$ cat src/rtl/rx_dest_filter.sv
module rx_dest_filter #(
  parameter logic [31:0] CRC_POLY = 32'hEDB88320,
  parameter int          EN_BIT   = 0,
  parameter int          PROM_BIT = 6,
  parameter int          HEN_BIT  = 11
) (
  input  logic        clk,
  input  logic        rst_n,
  input  logic        byte_valid,
  input  logic        byte_sof,
  input  logic        byte_eof,
  input  logic [7:0]  byte_data,
  input  logic [15:0] addr_w0,
  input  logic [15:0] addr_w1,
  input  logic [15:0] addr_w2,
  input  logic [15:0] hash_w0,
  input  logic [15:0] hash_w1,
  input  logic [15:0] hash_w2,
  input  logic [15:0] hash_w3,
  input  logic [15:0] rx_cfg,
  output logic        dec_valid,
  output logic        dec_accept
);
  localparam int HDR_LEN = 6;
  localparam int POS_W   = $clog2(HDR_LEN + 1);
  localparam logic [POS_W-1:0] LAST_POS = POS_W'(HDR_LEN - 1);

  function automatic logic [31:0] crc_byte(input logic [31:0] c, input logic [7:0] d);
    logic [31:0] r;
    r = c;
    for (int i = 0; i < 8; i++)
      r = (r[0] ^ d[i]) ? ((r >> 1) ^ CRC_POLY) : (r >> 1);
    return r;
  endfunction

  logic [POS_W-1:0] pos_q;
  logic             act_q;
  logic [31:0]      crc_q;
  logic             stn_q, bc_q;

  wire              take     = byte_valid && (byte_sof || act_q);
  wire [POS_W-1:0]  cur_pos  = byte_sof ? '0 : pos_q;
  wire              hdr_done = take && (cur_pos == LAST_POS);
  wire              runt     = take && byte_eof && (cur_pos < LAST_POS);

  wire [31:0] crc_in = byte_sof ? 32'hFFFF_FFFF : crc_q;
  wire        stn_in = byte_sof ? 1'b1 : stn_q;
  wire        bc_in  = byte_sof ? 1'b1 : bc_q;

  logic [7:0] exp_byte;
  always_comb begin
    case (cur_pos)
      3'd0:    exp_byte = addr_w0[15:8];
      3'd1:    exp_byte = addr_w0[7:0];
      3'd2:    exp_byte = addr_w1[15:8];
      3'd3:    exp_byte = addr_w1[7:0];
      3'd4:    exp_byte = addr_w2[15:8];
      default: exp_byte = addr_w2[7:0];
    endcase
  end

  wire [31:0] crc_nx = crc_byte(crc_in, byte_data);
  wire        stn_nx = stn_in && (byte_data == exp_byte);
  wire        bc_nx  = bc_in && (byte_data == 8'hFF);
  wire [5:0]  idx    = crc_nx[31:26];

  logic [15:0] hword;
  always_comb begin
    case (idx[5:4])
      2'd0:    hword = hash_w0;
      2'd1:    hword = hash_w1;
      2'd2:    hword = hash_w2;
      default: hword = hash_w3;
    endcase
  end

  wire hash_hit = rx_cfg[HEN_BIT] && hword[idx[3:0]];
  wire accept_c = rx_cfg[EN_BIT] && (rx_cfg[PROM_BIT] || stn_nx || bc_nx || hash_hit);

  always_ff @(posedge clk) begin
    if (!rst_n) begin
      pos_q      <= '0;
      act_q      <= 1'b0;
      crc_q      <= '1;
      stn_q      <= 1'b0;
      bc_q       <= 1'b0;
      dec_valid  <= 1'b0;
      dec_accept <= 1'b0;
    end else begin
      dec_valid  <= hdr_done || runt;
      dec_accept <= hdr_done && accept_c;
      if (take) begin
        pos_q <= cur_pos + 1'b1;
        act_q <= (cur_pos < LAST_POS) && !byte_eof;
        crc_q <= crc_nx;
        stn_q <= stn_nx;
        bc_q  <= bc_nx;
      end
    end
  end
endmodule

$ cat config.mk
export PLATFORM = sky130hd
export DESIGN_NAME = rx_dest_filter
export DESIGN_NICKNAME = d
export VERILOG_FILES = /design/src/rtl/rx_dest_filter.sv
export SDC_FILE = /design/constraint.sdc
export NUM_CORES = 1
export LEC_CHECK = 0
export BUFFER_PORTS_ARGS = -buffer_cell sky130_fd_sc_hd__buf_4
export CORE_ASPECT_RATIO = 1.1
export CORE_MARGIN = 2
export CORE_UTILIZATION = 30
export CTS_BUF_LIST = sky130_fd_sc_hd__clkbuf_8
export DETAILED_ROUTE_END_ITERATION = 16
export GPL_TIMING_DRIVEN = 0
export PLACE_DENSITY = 0.64
export REMOVE_ABC_BUFFERS = 1
export SKIP_CTS_REPAIR_TIMING = 1
export SYNTH_ARGS = -nofsm -noshare
export SYNTH_HDL_FRONTEND = slang
export SYNTH_SLANG_ARGS = --single-unit
$ cat constraint.sdc
create_clock -name clk -period 3.6 [get_ports clk]
set_input_delay 0.54 -clock clk [delete_from_list [all_inputs] [get_ports clk]]
set_output_delay 0.54 -clock clk [all_outputs]
set_load 0.05 [all_outputs]
## Yosys cells after proc, flatten, opt, wreduce, memory -nomap -nowiden

Cells that the tools add are included.

- Register bits: 40
- Input bits: 141
- Output and inout port bits: 2
- Word-level logic and storage cells: 69

- Add/sub/neg operators: 1
- Magnitude comparators: 2
- Equality and inequality tests: 9
- Mux-type cells: 16
- Bitwise gates (word level): 16
- Reductions and logical operators: 18

Operator list:

| kind | count |
|---|---|
| 32-bit two-way mux | 9 |
| 13-bit inverter with 14-bit output | 8 |
| 16-bit case mux with 3 select lines | 1 |
| 8-bit case mux with 5 select lines | 1 |
| 1-bit logical AND | 10 |
| 8-bit == test | 1 |
| 8-bit == test (second input constant) | 1 |
| 1-bit bitwise XOR | 8 |
| 3-bit by 2-bit == test with 1-bit output (second input constant) | 2 |
| 3-bit == test (second input constant) | 2 |
| 1-bit logical OR | 5 |
| 4-bit by 5-bit less-than comparator with 1-bit output (second input constant) | 1 |
| 1-bit binary-select mux with 4-bit select | 1 |
| 3-bit by 1-bit adder with 3-bit output (second input constant) | 1 |
| 3-bit by 1-bit == test with 1-bit output (second input constant) | 1 |
| 3-bit zero test | 1 |
| 3-bit less-than comparator (second input constant) | 1 |
| 1-bit two-way mux | 3 |
| 3-bit two-way mux | 1 |
| 2-bit by 1-bit == test with 1-bit output (second input constant) | 1 |
| 2-bit == test (second input constant) | 1 |
| 2-bit zero test | 1 |
| 1-bit zero test | 1 |

## Depth between registers and ports, before layout

- Depth in word-level cells: 25
- Gate-level depth with buffers: 14
- Mapped depth without buffers: 11

## Least setup slack after synthesis

Ideal clock, no wire load.

- Path type: input to register
- Start: input port byte_data[0]
- End: register dec_accept
- Library setup time: 0.120 ns
- Arrival: 2.939 ns
- Required time: 3.480 ns
- Path slack: 0.541 ns
- Stages: 13
- Cells stage by stage: buf_6 xor2_2 xor2_2 inv_1 ha_1 clkbuf_1 clkbuf_1 a221o_1 a211oi_1 a221oi_1 mux2i_1 a21oi_1 a211o_1

- Cells in the longest elaborated chain, start to end: 19

RTL lines:

| what | RTL line | source |
|---|---|---|
| start, declared | 12 | `input logic [7:0] byte_data,` |
| 1-bit bitwise XOR | 32 | `r = (r[0] ^ d[i]) ? ((r >> 1) ^ CRC_POLY) : (r >> 1);` |
| 32-bit two-way mux (6 in a row) | 32 |  |
| 1-bit bitwise XOR | 32 |  |
| 32-bit two-way mux | 32 |  |
| 13-bit inverter with 14-bit output (no source line) | -- |  |
| 32-bit two-way mux | 32 |  |
| 2-bit == test (tied with other cells) | 69 | `case (idx[5:4])` |
| 16-bit case mux with 3 select lines | 69 |  |
| 1-bit binary-select mux with 4-bit select | 77 | `wire hash_hit = rx_cfg[HEN_BIT] && hword[idx[3:0]];` |
| 1-bit two-way mux (not written as such) | 77 |  |
| 1-bit logical AND | 77 |  |
| 1-bit logical OR * | 78 | `wire accept_c = rx_cfg[EN_BIT] && (rx_cfg[PROM_BIT] \|\| stn_nx \|\| bc_nx \|\| hash_hit);` |
| 1-bit logical AND * | 78 |  |
| 1-bit logical AND * | 91 | `dec_accept <= hdr_done && accept_c;` |
| end signal, assigned | 91 |  |
| end, declared | 22 | `output logic dec_accept` |

Every way passes the cells marked *; elsewhere a longest branch is shown, timed or not. The select of a mux whose other input is x is not followed.
A chain may end at the register's enable or synchronous reset.

## Worst setup path after layout

- Start: input port byte_sof
- End: register dec_accept

- Cells in the longest elaborated chain, start to end: 20

RTL lines:

| what | RTL line | source |
|---|---|---|
| start, declared | 10 | `input logic byte_sof,` |
| 32-bit two-way mux | 46 | `wire [31:0] crc_in = byte_sof ? 32'hFFFF_FFFF : crc_q;` |
| 1-bit bitwise XOR (tied with other cells) | 32 |  |
| 32-bit two-way mux | 32 |  |
| 32-bit two-way mux / 1-bit bitwise XOR (equally long branches) | 32 |  |
| 32-bit two-way mux | 32 |  |
| 32-bit two-way mux / 13-bit inverter with 14-bit output (equally long branches) | -- |  |
| 32-bit two-way mux | 32 |  |
| 32-bit two-way mux / 13-bit inverter with 14-bit output (equally long branches) | -- |  |
| (+4 left out) | -- |  |
| 2-bit == test (tied with other cells) | 69 |  |
| 16-bit case mux with 3 select lines / 32-bit two-way mux (equally long branches) | 69, 32 |  |
| 1-bit binary-select mux with 4-bit select | 77 |  |
| 1-bit two-way mux (not written as such) | 77 |  |
| 1-bit logical AND | 77 |  |
| 1-bit logical OR | 78 |  |
| 1-bit logical AND | 78 |  |
| 1-bit logical AND * | 91 |  |

Marks and branches as above.

==> results.txt <==
status -> completed
CTS Sinks -> 40
share of cells above drive strength 1 -> 28.2%
I/O pin count -> 143
slowest cell on the critical path -> xnor3_2
CP Max Fanout -> 53
Synth area leader -> dfxtp_1
DIE HEIGHT -> 119 µm
Rows -> 42
most common cell after layout, fill and taps aside -> buf_4
Nets -> 697
Worst Reg-to-Reg Cells -> 11
final hold slack -> 0.468 ns
post-synth top area share -> 22.1%
worst slew pin tran -> 1.12 ns
H-tree lvl count -> 2
DRC viols -> 0
Yosys reg bits -> 40
die width -> 109 µm
DP HPWL -> 7710 µm
commonest non-fill, non-tap cells in the layout -> buf_4 (129), xnor2_1 (65), nand2_1 (52), nor2_1 (44), dfxtp_1 (40)
Total Power -> 0.00187 W
post-synthesis async set-or-reset flop share -> 0%
last element of the critical path -> dec_accept
Placeable Area -> 0.0119 mm²
Ys Warns -> 0
Initial Utilization -> 30.5%
Worst Path Buf+Inv -> 1
CTS tree -> built
EDFF count, synth -> 0
# placed instances -> 700
first-pass GRT wire length -> 17200 µm
Antenna Nets Post-Route -> 0
Final Hold Fails -> 0
Req. time, crit path -> 3.79 ns
GRT Overall Usage -> 16.3%
Tcrit/Tclk final -> 91.0%
post-layout util -> 40.0%
largest net degree at the start of global routing -> 54
synthesized area -> 0.00362 mm²
critical path depth -> 10
unrepaired setup endpoints after global routing -> no
worst path arrival time -> 3.46 ns
most frequent CP cell -> mux2i_1
clk root buf -> clkbuf_8
R2R Path Start -> crc_q[0]
final cell count without fillers -> 707
CTS Buffer Depth -> 2
via count -> 3619
FMAX -> 0.305 GHz
Max-cap violations -> 0
total gr overflow -> 0
Power Dens Cells -> 394 mW/mm²
Syn Inst Count -> 457
fin. max-slew vios -> 0
Reg clk slew, reported paths -> 0.07 ns
Worst setup SP type -> input pin
Layout area overhead -> 31.2%
GP Congestion -> 0.790
Die ar. -> 0.0130 mm²
Crit. Startpoint -> byte_sof
Worst setup EP type -> flop
CP delay by family, top -> XOR/XNOR gates
CTS Buf Count -> 5
antenna violations before repair -> 0
setup TNS -> 0 ns
# setup viols final -> 0
register area share after synthesis -> 22.1%
Largest stage delay, worst path -> 0.57 ns
DRT iter0 DRCs -> 130
top post-synthesis cells by area -> dfxtp_1 (22%), xnor2_1 (16%), o211ai_1 (6.8%)
final setup skew -> 0.00572 ns
Vias/cell -> 5.12
Main synth FF type -> dfxtp_1
Hold Crit Class -> reg2reg
Peak VDD IR -> 0.189 mV
crit path kind -> in2reg
crit path time final -> 3.28 ns
syn avg cell area -> 7.92 µm²
worst skew pair latency -> 0.29 ns
diode count -> 0
Routed WL per cell -> 14.7 µm
Unique masters post-synth -> 47
flop-to-flop setup slack -> 0.42 ns
drt pass-1 iters -> 4
Port-buffer cells -> 129
Max-slew headroom -> 25.3%
Critical R2R Capture -> dec_accept
leakage power -> 2.01 nW
Detailed Route WL -> 10400 µm
vias in the first global route -> 3555
crit-path cells -> buf_4 -> nor2_1 -> xnor2_2 -> xnor3_1 -> xnor3_2 -> mux2i_1 -> a221oi_1 -> mux2i_1 -> a21oi_1 -> a211o_1
-- area by class of cell --
type                            instances  area, µm²
Inverter                                8       30.0
Clock buffer                            5       68.8
Sequential cell                        40        801
Timing Repair Buffer                  131       1020
Tap cell                              154        193
Clock inverter                          2       8.76
Multi-Input combinational cell        367       2620
Fill cell                            1214       7130
-- how the worst min path moves through the flow --
stage                         start   endpoint  slack [ns]  cells past startpoint
after floorplan           crc_q[30]  crc_q[30]        0.44                      2
after global placement        stn_q      stn_q        0.45                      2
after detailed placement       bc_q       bc_q        0.46                      2
after CTS                      bc_q       bc_q        0.47                      2
after global routing           bc_q       bc_q        0.49                      2
final                          bc_q       bc_q        0.47                      2
-- synth_stat cells, types with 2 or more instances --
cell type,number
a211oi_1,6
a21boi_0,3
a21oi_1,13
a221o_1,12
a221oi_1,14
and2_1,2
and3_1,2
and3b_1,12
buf_1,5
buf_2,6
buf_6,3
clkbuf_1,27
dfxtp_1,40
ha_1,3
inv_1,8
mux2_2,6
mux2i_1,10
nand2_1,52
nand4_1,9
nand4b_1,2
nor2_1,44
nor2_2,2
nor2b_1,4
nor3_1,3
nor4_1,2
o211ai_1,33
o21ai_0,27
xnor2_1,65
xnor2_2,2
xor2_1,20
xor2_2,4
-- report_power, final --
part	internal [W]	total (W)	switching, W
Sequential	0.000486	0.000522	0.0000362
Clock	0.000129	0.000287	0.000158
Combinational	0.000520	0.00106	0.000543
-- layer usage --
metal  part of all wire (%)  global-route usage [%]  routed length (µm)
met1                     45                    21.5                4710
met4                    1.5                    4.01                 159
met2                     49                    27.5                5080
met3                    4.2                    2.41                 432
met5                      0                       0                   0
-- sequential cells by signal (all words and copies together), names as in the netlist --
register	flops
act_q	1
bc_q	1
crc_q	32
dec_accept	1
dec_valid	1
pos_q	3
stn_q	1
-- stage by stage --
step / setup slack (ns) / instance area, µm²
floorplan: 0.286 / 3430
global placement: -1.12 / 4590
detailed placement: -0.0688 / 4660
CTS: 0.204 / 4730
global route: 0.112 / 4750
finish: 0.323 / 4750
-- cells by family (layout without fill, tap and decap cells) --
logic type	after synthesis	in the layout	share of synthesized area, %
AND/OR/NAND/NOR	138	138	18.1
AO/OA/AOI/OAI	116	116	22.8
XOR/XNOR	94	94	25.3
buffers and inverters	50	146	6.05
flip-flops	40	40	22.1
multiplexers	16	16	4.63
adder cells (fa/ha/maj)	3	3	1.04
-- worst min-delay path, delay by kind of cell, from the launching register on --
| family | cells | cell delay [ns] |
|---|---|---|
| flops | 1 | 0.31 |
| compound gates | 1 | 0.06 |
| simple gates | 1 | 0.05 |
Power figures use the tool's default switching activity.
